`config.mk`:
```
export PLATFORM = sky130hd
export DESIGN_NAME = mvg_addr_seq
export DESIGN_NICKNAME = d
export VERILOG_FILES = /design/src/rtl/mvg_pkg.sv /design/src/rtl/mvg_stride_calc.sv /design/src/rtl/mvg_row_gen.sv /design/src/rtl/mvg_src_gen.sv /design/src/rtl/mvg_addr_seq.sv
export SDC_FILE = /design/constraint.sdc
export NUM_CORES = 1
export LEC_CHECK = 0
export ABC_AREA = 0
export ABC_CLOCK_PERIOD_IN_PS = 4740
export CELL_PAD_IN_SITES_DETAIL_PLACEMENT = 0
export CELL_PAD_IN_SITES_GLOBAL_PLACEMENT = 1
export CORE_MARGIN = 3
export CORE_UTILIZATION = 35
export CTS_CLUSTER_SIZE = 16
export DETAILED_ROUTE_END_ITERATION = 7
export DONT_BUFFER_PORTS = 1
export PLACE_DENSITY_LB_ADDON = 0.1
export SYNTH_ARGS = -nofsm -noshare
export SYNTH_HDL_FRONTEND = slang
export SYNTH_SLANG_ARGS = --single-unit
```
`constraint.sdc`:
```
create_clock -name clk -period 4.74 [get_ports clk]
set_clock_uncertainty 0.1 [all_clocks]
set_input_delay 0 -clock clk [delete_from_list [all_inputs] [get_ports clk]]
set_output_delay 0 -clock clk [all_outputs]
set_load 0.02 [all_outputs]
```
`src/rtl/mvg_pkg.sv`:
```
package mvg_pkg;

    typedef enum logic [1:0] {
        ST_IDLE = 2'd0,
        ST_STEP = 2'd1,
        ST_FIN  = 2'd2
    } seq_state_e;

    // index of the vector-select register: fixed prefix 010 plus 2-bit field
    localparam logic [2:0] SEL_PREFIX = 3'b010;

    function automatic logic [1:0] last_step(input logic grp4);
        return grp4 ? 2'd3 : 2'd1;
    endfunction

endpackage

```
`src/rtl/mvg_stride_calc.sv`:
```
module mvg_stride_calc #(
    parameter int VL_W  = 12,
    localparam int ROW_W = VL_W - 4
) (
    input  logic [VL_W-1:0]  vl_bits_i,
    input  logic             grp4_i,
    output logic [ROW_W:0]   rows_o,
    output logic [ROW_W-1:0] stride_o,
    output logic [ROW_W-1:0] mask_o
);
    logic [ROW_W:0] part;

    // one row per byte of vector length
    assign rows_o = vl_bits_i[VL_W-1:3];

    generate
        if (ROW_W >= 2) begin : g_shift
            always_comb begin
                part = grp4_i ? (rows_o >> 2) : (rows_o >> 1);
            end
        end else begin : g_tiny
            always_comb begin
                part = rows_o >> 1;
            end
        end
    endgenerate

    assign stride_o = part[ROW_W-1:0];
    // stride is a power of two for every legal length
    assign mask_o   = stride_o - {{(ROW_W-1){1'b0}}, 1'b1};
endmodule

```
`src/rtl/mvg_row_gen.sv`:
```
module mvg_row_gen #(
    parameter int ROW_W  = 8,
    parameter int BASE_W = 32,
    parameter int OFF_W  = 3
) (
    input  logic              clk,
    input  logic              rst_n,
    input  logic              load_i,
    input  logic              step_i,
    input  logic [BASE_W-1:0] base_i,
    input  logic [OFF_W-1:0]  off_i,
    input  logic [ROW_W-1:0]  stride_i,
    input  logic [ROW_W-1:0]  mask_i,
    output logic [ROW_W-1:0]  row_o,
    output logic [ROW_W-1:0]  stride_o
);
    logic [BASE_W-1:0] sum;
    logic [ROW_W-1:0]  row_q;
    logic [ROW_W-1:0]  stride_q;

    assign sum = base_i + {{(BASE_W-OFF_W){1'b0}}, off_i};

    always_ff @(posedge clk) begin
        if (!rst_n) begin
            row_q    <= '0;
            stride_q <= '0;
        end else if (load_i) begin
            row_q    <= sum[ROW_W-1:0] & mask_i;
            stride_q <= stride_i;
        end else if (step_i) begin
            row_q    <= row_q + stride_q;
        end
    end

    assign row_o    = row_q;
    assign stride_o = stride_q;
endmodule

```
`src/rtl/mvg_src_gen.sv`:
```
module mvg_src_gen #(
    parameter int REG_W = 5
) (
    input  logic             clk,
    input  logic             rst_n,
    input  logic             load_i,
    input  logic             step_i,
    input  logic [REG_W-1:0] field_i,
    output logic [REG_W-1:0] idx_o
);
    logic [REG_W-1:0] idx_q;

    always_ff @(posedge clk) begin
        if (!rst_n)       idx_q <= '0;
        else if (load_i)  idx_q <= field_i;
        else if (step_i)  idx_q <= idx_q + {{(REG_W-1){1'b0}}, 1'b1}; // wraps at 2**REG_W
    end

    assign idx_o = idx_q;
endmodule

```
`src/rtl/mvg_addr_seq.sv`:
```
module mvg_addr_seq
    import mvg_pkg::*;
#(
    parameter int MAX_VL = 2048,
    localparam int VL_W  = $clog2(MAX_VL) + 1,
    localparam int ROW_W = VL_W - 4
) (
    input  logic             clk,
    input  logic             rst_n,
    input  logic             start_i,
    input  logic             grp4_i,
    input  logic [VL_W-1:0]  vl_bits_i,
    input  logic [1:0]       sel_field_i,
    input  logic [31:0]      sel_base_i,
    input  logic [2:0]       offset_i,
    input  logic [4:0]       src_field_i,
    input  logic [3:0]       mul_field_i,
    output logic             busy_o,
    output logic             step_valid_o,
    output logic [1:0]       step_num_o,
    output logic [4:0]       sel_reg_o,
    output logic [4:0]       src_reg_o,
    output logic [4:0]       mul_reg_o,
    output logic [ROW_W-1:0] row_o,
    output logic             done_o
);
    seq_state_e state_q, state_d;

    logic [1:0]       step_q;
    logic             grp4_q;
    logic [1:0]       sel_q;
    logic [3:0]       mul_q;
    logic [ROW_W:0]   rows_q;
    logic             load, advance, at_last;
    logic [ROW_W:0]   rows_w;
    logic [ROW_W-1:0] stride_w, mask_w, stride_held;

    mvg_stride_calc #(.VL_W(VL_W)) u_stride (
        .vl_bits_i (vl_bits_i),
        .grp4_i    (grp4_i),
        .rows_o    (rows_w),
        .stride_o  (stride_w),
        .mask_o    (mask_w)
    );

    mvg_row_gen #(.ROW_W(ROW_W), .BASE_W(32), .OFF_W(3)) u_row (
        .clk      (clk),
        .rst_n    (rst_n),
        .load_i   (load),
        .step_i   (advance),
        .base_i   (sel_base_i),
        .off_i    (offset_i),
        .stride_i (stride_w),
        .mask_i   (mask_w),
        .row_o    (row_o),
        .stride_o (stride_held)
    );

    mvg_src_gen #(.REG_W(5)) u_src (
        .clk     (clk),
        .rst_n   (rst_n),
        .load_i  (load),
        .step_i  (advance),
        .field_i (src_field_i),
        .idx_o   (src_reg_o)
    );

    assign at_last = (step_q == last_step(grp4_q));

    // state register
    always_ff @(posedge clk) begin
        if (!rst_n) state_q <= ST_IDLE;
        else        state_q <= state_d;
    end

    // next state and control outputs
    always_comb begin
        state_d      = state_q;
        load         = 1'b0;
        advance      = 1'b0;
        step_valid_o = 1'b0;
        done_o       = 1'b0;
        busy_o       = 1'b0;
        unique case (state_q)
            ST_IDLE: begin
                if (start_i) begin
                    load    = 1'b1;
                    state_d = ST_STEP;
                end
            end
            ST_STEP: begin
                busy_o       = 1'b1;
                step_valid_o = 1'b1;
                if (at_last) state_d = ST_FIN;
                else         advance = 1'b1;
            end
            ST_FIN: begin
                busy_o  = 1'b1;
                done_o  = 1'b1;
                state_d = ST_IDLE;
            end
            default: state_d = ST_IDLE;
        endcase
    end

    // captured operands and iteration count
    always_ff @(posedge clk) begin
        if (!rst_n) begin
            step_q <= '0;
            grp4_q <= 1'b0;
            sel_q  <= '0;
            mul_q  <= '0;
            rows_q <= '0;
        end else if (load) begin
            step_q <= '0;
            grp4_q <= grp4_i;
            sel_q  <= sel_field_i;
            mul_q  <= mul_field_i;
            rows_q <= rows_w;
        end else if (advance) begin
            step_q <= step_q + 2'd1;
        end
    end

    assign step_num_o = step_q;
    assign sel_reg_o  = {SEL_PREFIX, sel_q};
    assign mul_reg_o  = {1'b0, mul_q};

    // ---------------- assertions ----------------
    assert_done_after_last_R8: assert property (@(posedge clk) disable iff (!rst_n)
        (step_valid_o && at_last) |=> (done_o && !step_valid_o));

    assert_done_single_R8: assert property (@(posedge clk) disable iff (!rst_n)
        done_o |=> !done_o);

    assert_row_stride_R4: assert property (@(posedge clk) disable iff (!rst_n)
        (step_valid_o && $past(step_valid_o)) |-> (row_o == $past(row_o) + stride_held));

    assert_src_wrap_R5: assert property (@(posedge clk) disable iff (!rst_n)
        (step_valid_o && $past(step_valid_o)) |-> (src_reg_o == $past(src_reg_o) + 5'd1));

    assert_row_in_array_R3: assert property (@(posedge clk) disable iff (!rst_n)
        step_valid_o |-> ({1'b0, row_o} < rows_q));

    assert_busy_hold_R9: assert property (@(posedge clk) disable iff (!rst_n)
        (step_valid_o && !at_last) |=> (step_valid_o && step_num_o == $past(step_num_o) + 2'd1));

    assert_first_step_R2: assert property (@(posedge clk) disable iff (!rst_n)
        (!busy_o && start_i) |=> (step_valid_o && step_num_o == 2'd0));
endmodule

```
# Yosys cells after proc, flatten, opt, wreduce, memory -nomap -nowiden
# Index checks and enable logic that the tools add are counted.
[classes]
eq_ne = 5
add_sub_neg = 5
muxes = 16
n_reduce_logical = 5
bitwise_logic = 2
[op_table]
columns = ["cell", "count"]
rows = [
  ["$mux 8", 3],
  ["$mux 5", 2],
  ["$add 8x3->8", 1],
  ["$add 8x8->8", 1],
  ["$and 8x8->8", 1],
  ["$sub 8x1->8 const B", 1],
  ["$mux 1", 7],
  ["$mux 2", 3],
  ["$add 5x1->5 const B", 1],
  ["$ne 2x2->1 const B", 2],
  ["$pmux 2 s2", 1],
  ["$reduce_or 2->1", 2],
  ["$add 2x1->2 const B", 1],
  ["$eq 2x1->1 const B", 1],
  ["$eq 2x2->1", 1],
  ["$eq 2x2->1 const B", 1],
  ["$logic_not 2->1", 1],
  ["$reduce_and 2->1", 1],
  ["$reduce_bool 2->1", 1],
  ["$not 1->1", 1],
]
[word_totals]
out_inout_bits = 28
inputBits = 62
regBits = 32
wordCells = 41

# Depth between registers and ports, before layout
# Gate-level depths: netlist of run 1.
[depth]
ltp_word = 6
ltp_mapped = 10
depth_no_buf = 9

# Hierarchy
# A second synthesis of run 1 with hierarchy kept.
[unflattened]
cells_unflattened = 275
area_unflattened_um2 = 2267.2
[by_module_without_submodules]
columns = ["mod", "instances", "area_each_um2", "cells_each", "seq_area_each_um2"]
rows = [
  ["mvg_row_gen", 1, 1163.6, 134, 320.3],
  ["mvg_addr_seq", 1, 534.3, 65, 220.2],
  ["mvg_stride_calc", 1, 331.6, 49, 0.0],
  ["mvg_src_gen", 1, 237.7, 27, 100.1],
]

# Worst setup path before layout of run 1
# Ideal clock, no wire load.
[synth_path]
path_kind = "in2reg"
startpoint = "input port grp4_i"
endpoint = "register u_row.row_q[6], in the netlist u_row.row_o[6]"
required_time_ns = 4.507
slack_ns = 2.633
path_buffers = 2
arrival_time_ns = 1.874
setup_ns = 0.133
cell_stages = 10
path_cell_list = "buf_2 -> buf_2 -> mux2i_1 -> ha_1 -> or3b_4 -> o31a_1 -> nor2_1 -> nor2_1 -> o311ai_1 -> a21oi_1"
[synth_via]
elab_chain_cells = 4
[synth_lines]
columns = ["element", "line", "text"]
rows = [
  ["from (decl)", "mvg_addr_seq.sv:11", "input logic grp4_i,"],
  ["$mux 8", "mvg_stride_calc.sv:19", "part = grp4_i ? (rows_o >> 2) : (rows_o >> 1);"],
  ["$sub 8x1->8", "mvg_stride_calc.sv:30", "assign mask_o = stride_o - {{(ROW_W-1){1'b0}}, 1'b1};"],
  ["$and 8x8->8", "mvg_row_gen.sv:28", "row_q <= sum[ROW_W-1:0] & mask_i;"],
  ["$mux 8", "mvg_row_gen.sv:27", "end else if (load_i) begin"],
  ["to (signal assigned)", "mvg_row_gen.sv:28", ""],
  ["to (signal assigned)", "mvg_row_gen.sv:31", "row_q <= row_q + stride_q;"],
  ["to (decl)", "mvg_row_gen.sv:18", "logic [ROW_W-1:0] row_q;"],
]
# Every way passes these cells.
# A chain may end at the register's enable or synchronous reset.

# Worst setup path after layout of run 1
[layout_path]
startpoint = "register state_q[0]"
endpoint = "register u_row.row_q[5], in the netlist u_row.row_o[5]"
[layout_via]
elab_chain_cells = 3
elab_cells_between_ends = 6
cone_classes = "eq/ne (1); mux (3); reduce/logical (2)"
[layout_lines]
columns = ["element", "line", "text"]
rows = [
  ["from (decl)", "mvg_addr_seq.sv:27", "seq_state_e state_q, state_d;"],
  ["from (signal assigned)", "mvg_addr_seq.sv:73", "else state_q <= state_d;"],
  ["$eq 2x1->1 / $logic_not 2->1 (equally long branches)", "mvg_addr_seq.sv:84", "unique case (state_q)"],
  ["$mux 1", "mvg_addr_seq.sv:84", ""],
  ["$reduce_bool 2->1 (no source line) / $mux 8 (equally long branches)", "--", ""],
]
# Parallel ways exist; a longest one is shown, timed or not.

==> impl_metrics.json, run 1 <==
{
  "drv_slew": 0,
  "drt_via_density": 5.23,
  "worst_slew_pin_slew_ns": 1.04,
  "crit_type": "flip-flop to flip-flop",
  "fmaxAchievable_mhz": 376,
  "ys_ff_latch": 32,
  "synth_top_area_cells": "dfxtp_1 30%, ha_1 9.3%, a21oi_1 6.5%",
  "dpl-instance-area_mm2": 0.00217,
  "max-vdd-ir-drop_uv": 187,
  "worst-r2r-cell-count": 7,
  "drive_above_1_share_pct": 4.39,
  "drcViolationCount": 0,
  "power_per_cell_area_mw_per_mm2": 441,
  "rsz0062_at_grt": "false",
  "worst_r2r_endpoint": "u_row.row_o[5]$_SDFFE_PN0P_",
  "min_delay_path_depth": 3,
  "globalRouteOverflowTotal": 0,
  "postLayoutSetupSlackWorst_ns": 2.08,
  "synth_area_mm2": 0.00215,
  "worst-endpoint-arrival_ns": 2.72,
  "finalWeightedCongestion": 0.821,
  "numClockSinks": 32,
  "hold_path_startpoint": "grp4_i",
  "slew-limit-headroom_pct": 30.7,
  "post_synth_edffs": 0,
  "postRouteAntennaNets": 0,
  "grt_pass1_vias": 1853,
  "warnings_synthesis": 0,
  "post_synth_most_frequent_cells": "32 x dfxtp_1, 30 x nand2_1, 28 x a21oi_1, 27 x nor2_1, 16 x ha_1",
  "dieArea_mm2": 0.00713,
  "drt_iter0_markers": 39,
  "timing.critical_path.slowest_cell_delay_ns": 0.83,
  "nFillCells": 609,
  "grt.total_usage_pct": 15.4,
  "synth-seq-area-share_pct": 29.7,
  "post_route_cell_area_mm2": 0.00256,
  "crit_path_cell_trace": "inv_1 > ha_1 > and2_1 > o2111ai_1 > o211ai_1 > dlygate4sd3_1 > a21oi_1",
  "report.final.hold_viol_count": 0,
  "path_buf_inv": 2,
  "worstSetupStartpoint": "state_q[0]$_SDFFE_PN0P_",
  "grt_pass1_wl_um": 8950,
  "tritoncts": "built",
  "post-place-ws_ns": 2.44,
  "core-area_mm2": 0.00574,
  "finalNetCount": 375,
  "yosys.area.top_type": "dfxtp_1",
  "hold-worst-slack_ns": 0.0246,
  "reg2reg_setup_slack_ns": 2.08,
  "syn2layout_area_growth_pct": 18.8,
  "post-synth-top-count-cell": "dfxtp_1",
  "worst-path-max-fanout": 29,
  "maximum_number_of_pins_on_one_net_before_global_route_repair": 30,
  "antenna_cells": 0,
  "io_pins": 90,
  "layout_worst_path_cycle_share_pct": 56.1,
  "crit_required_ns": 4.80,
  "route.detailed.wl_per_inst_um": 14.8,
  "vias": 1926,
  "antenna_violations_before_repair": 0,
  "synth_cell_type_count": 46,
  "async_set_reset_flop_share_out_of_synthesis_pct": 0,
  "syn-mean-instance-area_um2": 7.92,
  "first_pass_detailed_route_iteration_total": 4,
  "detailed_place_hpwl_um": 3770,
  "clock_buffer_count_from_cts": 5,
  "cp-endpoint": "u_row.row_o[5]$_SDFFE_PN0P_",
  "floorplan.die.width_um": 84.5,
  "family_with_the_most_delay_on_the_worst_path": "simple AND/OR/NAND/NOR gates",
  "max-cap-violations": 0,
  "status": "completed",
  "min-delay-path-class": "input pin to flip-flop",
  "io_buffers": 0,
  "num_rows": 27,
  "cts.path.max_buffers": 2,
  "synth_top_area_share_pct": 29.7,
  "p_leak_nw": 0.990,
  "worstSetupPathDepth": 7,
  "mapped_cells": 272,
  "finalSetupTns_ns": 0,
  "crit_slowest_cell": "and2_1",
  "r2r-start": "state_q[0]$_SDFFE_PN0P_",
  "cts_root_buffer": "clkbuf_8",
  "postRouteWirelength_um": 5430,
  "initial_core_util_pct": 37.5,
  "synth_top_flop_cell": "dfxtp_1",
  "h-tree-depth": 2,
  "report.final.setup_viol": 0,
  "clk_pin_slew_ns": 0.06,
  "clock_latency_ns": 0.28,
  "worstSetupEndpointType": "flip-flop",
  "timing.critical_path.from_type": "flip-flop",
  "dieHeight_um": 84.5,
  "cts.repair.resized": 0,
  "period_minus_slack_ns": 2.66
}
[per-layer routing]
layer  vias to the layer above  part of all wire, %  GRT usage (%)
li1                       1009                    -              -
met1                       867                   49           20.0
met2                        44                   45           24.7
met3                         6                  4.6           4.12
met4                         0                  1.5           5.61
met5                         -                    0              0
[cells in the final DEF (no fill, tap or decap), drive strengths merged, types with 2 or more instances in the layout]
| cell | n |
|---|---|
| o31a | 2 |
| o2111ai | 2 |
| dfxtp | 32 |
| or3 | 2 |
| xnor2 | 4 |
| nand3 | 5 |
| nand2b | 2 |
| dlygate4sd3 | 30 |
| conb | 4 |
| a211oi | 14 |
| nand2 | 30 |
| mux2 | 2 |
| clkbuf | 8 |
| inv | 12 |
| nor3 | 8 |
| xor2 | 11 |
| nand4 | 6 |
| a21oi | 28 |
| fa | 2 |
| ha | 16 |
| nor2 | 27 |
| o211ai | 4 |
| mux2i | 5 |
| nor4 | 5 |
| nor2b | 6 |
| o21ai | 11 |
[worst min-delay path: cells and delay by family]
kind	cells	cell delay, ns
AO/OA/AOI/OAI	2	0.28
AND/OR/NAND/NOR	1	0.07
[state kept, by name, indices dropped and copies added, names as in the netlist]
name and flops:
sel_q 2, state_q 2, mul_q 4, step_num_o 2
grp4_q 1, u_row.stride_o 8, u_row.row_o 8, u_src.idx_o 5
[what timing repair did]
item                      CTS  global route
hold buffers               30             0
buffers inserted            0             0
hold endpoints to repair   30             0
[cell families (layout without fill, tap and decap cells)]
kind of cell	after synthesis	in the layout	share of synthesized area [%]
AOI/OAI and AO/OA	71	71	21.0
xor gates and xnor gates	15	15	6.10
adders and majority gates	18	18	11.1
buffers and inverters	29	51	6.33
DFF	32	32	29.7
muxes	7	7	3.37
other	2	4	0.349
and+or+nand+nor	98	98	22.0
[report_power, final]
part,switching [mW],internal [mW]
Combinational,0.267,0.190
Clock,0.0954,0.118
Sequential,0.118,0.339
[worst min path at each step]
stage                                           endpoint  slack (ns)
after floorplan                    mul_q[0]$_SDFFE_PN0P_        0.04
after CTS                    u_row.row_o[4]$_SDFFE_PN0P_       0.003
final                        u_row.row_o[4]$_SDFFE_PN0P_        0.02
after global routing         u_row.row_o[3]$_SDFFE_PN0P_        0.06
after global placement    u_row.stride_o[3]$_SDFFE_PN0P_        0.04
after detailed placement  u_row.stride_o[3]$_SDFFE_PN0P_        0.04
[area by class of cell]
cell class / count / area, um2 / area share, %
tap: 72 / 90.1 / 3.52
clock buffer: 8 / 90.1 / 3.52
sequential: 32 / 641 / 25.0
timing repair buffer: 31 / 308 / 12.0
multi-input combinational: 213 / 1390 / 54.1
inverter: 12 / 45.0 / 1.76
[per-stage QoR]
stage | instances | total power, mW | util, %
finish | 368 | 1.13 | 44.6
global route | 368 | 1.23 | 44.6
CTS | 368 | 1.15 | 44.6
detailed placement | 330 | 0.893 | 37.8
global placement | 330 | 0.887 | 37.8
floorplan | 274 | 0.811 | -
Note: power is estimated with default switching activity, not from simulation.
==> run 2, diff against run 1 <==
- ABC_CLOCK_PERIOD_IN_PS: 4740 -> 2200
- clock period: 4.74 -> 2.2 ns (I/O delays scaled with it)
==> run 2 against run 1 <==
Effect of this change: register-to-register slack worse by 1.9 ns; critical path depth is 2 higher; combinational power grew to 2.5 times the previous value; global-route usage is 0.67 points higher; wire length is 2.5% higher; sequential power is 100% higher; sequential cell count stayed put; clock power is 120% higher; core utilization is 3.0 points higher; total power is 130% higher; count of clock-buffer cells in the layout stayed put.
==> impl_metrics.json, run 2 (synthesized netlist as in run 1, its figures left out) <==
{
  "drt_iter0_markers": 82,
  "antenna_violations_before_repair": 0,
  "io_pins": 90,
  "syn2layout_area_growth_pct": 26.8,
  "clockPowerShare_pct": 18.3,
  "num_rows": 27,
  "worstSetupStartpoint": "vl_bits_i[5]",
  "max-cap-violations": 0,
  "family_with_the_most_delay_on_the_worst_path": "compound AO/OA/AOI/OAI gates",
  "drive_above_1_share_pct": 11.5,
  "min-delay-path-class": "input pin to flip-flop",
  "worst-path-max-fanout": 6,
  "status": "completed",
  "rsz0062_at_grt": "false",
  "most_frequent_cells_in_the_layout": "33 x dlygate4sd3_1, 32 x dfxtp_1, 29 x nand2_1",
  "tritoncts": "built",
  "internal_power_mw": 1.49,
  "seqPwrFrac_pct": 36.6,
  "worst-endpoint-arrival_ns": 2.12,
  "crit_path_cell_trace": "dlygate4sd3_1 > mux2i_2 > ha_2 > or3b_4 > o31a_1 > nor2_1 > nor2_1 > o311ai_2 > a21oi_1",
  "slew-limit-headroom_pct": 45.8,
  "timing.critical_path.slowest_cell_delay_ns": 0.56,
  "maximum_number_of_pins_on_one_net_before_global_route_repair": 24,
  "cts.path.max_buffers": 2,
  "first_pass_detailed_route_iteration_total": 4,
  "fmaxAchievable_mhz": 486,
  "post-layout-total-power_mw": 2.55,
  "crit_slowest_cell": "dlygate4sd3_1",
  "max-vdd-ir-drop_uv": 505,
  "dieHeight_um": 84.5,
  "switchingPower_mw": 1.06,
  "comb_power_share_pct": 45.1,
  "report.final.setup_viol": 0,
  "route.detailed.wl_per_inst_um": 14.4,
  "drv_slew": 0,
  "crit_required_ns": 2.26,
  "grt_pass1_wl_um": 9260,
  "report.final.hold_viol_count": 0,
  "drt_via_density": 5.22,
  "post-place-ws_ns": 0.0941,
  "finalSetupTns_ns": 0,
  "cts_root_buffer": "clkbuf_8",
  "detailed_place_hpwl_um": 4000,
  "clk_pin_slew_ns": 0.06,
  "hold_path_startpoint": "vl_bits_i[10]",
  "grt_pass1_vias": 1913,
  "io_buffers": 0,
  "grt.total_usage_pct": 16.1,
  "final_common_cell": "dlygate4sd3_1",
  "nFillCells": 594,
  "worst_slew_pin_slew_ns": 0.812,
  "dieArea_mm2": 0.00713,
  "finalWeightedCongestion": 0.805,
  "r2r-start": "u_row.stride_o[0]$_SDFFE_PN0P_",
  "worstSetupEndpointType": "flip-flop",
  "antenna_cells": 0,
  "core-area_mm2": 0.00574,
  "floorplan.die.width_um": 84.5,
  "h-tree-depth": 2,
  "crit_type": "input pin to flip-flop",
  "numClockSinks": 32,
  "layout_worst_path_cycle_share_pct": 93.6,
  "timing.critical_path.from_type": "input pin",
  "power_switching_share_pct": 41.7,
  "postRouteAntennaNets": 0,
  "postRouteWirelength_um": 5570,
  "vias": 2015,
  "clock_latency_ns": 0.28,
  "path_buf_inv": 1,
  "period_minus_slack_ns": 2.06,
  "drcViolationCount": 0,
  "crit_top_cell": "nor2_1",
  "postLayoutSetupSlackWorst_ns": 0.140,
  "finalNetCount": 393,
  "clock_buffer_count_from_cts": 5,
  "globalRouteOverflowTotal": 0,
  "initial_core_util_pct": 37.5,
  "p_leak_nw": 1.08,
  "power_per_cell_area_mw_per_mm2": 935
}
==> run 2: changes by cell type in the layout (fill, tap and decap cells not counted), moves of 2 or more <==
cell and delta:
a211oi_2 +2, buf_4 +15, a211oi_1 -2, dlygate4sd3_1 +3
==> run 2: final timing paths <==
| check | end | cells after the start | slack (ns) |
|---|---|---|---|
| worst max-delay path | u_row.row_o[6]$_SDFFE_PN0P_ | 9 | 0.14 |
| worst min-delay path | u_row.row_o[5]$_SDFFE_PN0P_ | 4 | 0.008 |
| worst min register to register | state_q[0]$_SDFFE_PN0P_ | 2 | 0.40 |
| worst max register to register | u_row.row_o[6]$_SDFFE_PN0P_ | 9 | 0.15 |
==> run 2: stage by stage <==
stage          instances  area (um2)  utilization (%)  hold slack [ns]
2_1_floorplan        274        2160                -           0.0360
3_3_place_gp         345        2280             39.7           0.0359
3_5_place_dp         345        2280             39.7           0.0399
4_1_cts              386        2700             47.0          0.00253
5_1_grt              386        2730             47.6           0.0508
6_report             386        2730             47.6          0.00771
==> run 2: tightest hold or removal path: stages <==
cell and delay [ns]:
o211ai_1 0.07, o2111ai_1 0.12, o211ai_1 0.11, a21oi_1 0.05
==> run 2: layer usage <==
layer	GRT usage (%)	part of all wire [%]	vias to the layer above
li1	-	-	1043
met5	0	0	-
met2	25.1	45	65
met4	6.33	2.2	0
met1	20.9	46	897
met3	4.91	6.7	10
==> run 2: area by class of cell <==
type | instances | area (um2) | area share, %
Inverter | 12 | 45.0 | 1.65
Sequential cell | 32 | 641 | 23.5
Tap cell | 72 | 90.1 | 3.30
Clock buffer | 8 | 90.1 | 3.30
Timing Repair Buffer | 49 | 450 | 16.5
Multi-Input combinational cell | 213 | 1420 | 51.8
==> run 2: timing repair <==
item,4_1_cts,5_1_grt
resized for setup,0,8
endpoints found under the setup margin,0,3
hold buffers,33,0
setup buffers,0,0
hold endpoints to repair,29,0
==> run 2: power by group through the flow <==
stage / registers, mW / logic, mW / clock network, mW
global placement: 0.950 / 1.07 / 0
floorplan: 0.956 / 0.792 / 0
CTS: 0.938 / 1.15 / 0.486
global route: 0.957 / 1.31 / 0.505
detailed placement: 0.951 / 1.08 / 0
finish: 0.934 / 1.15 / 0.467
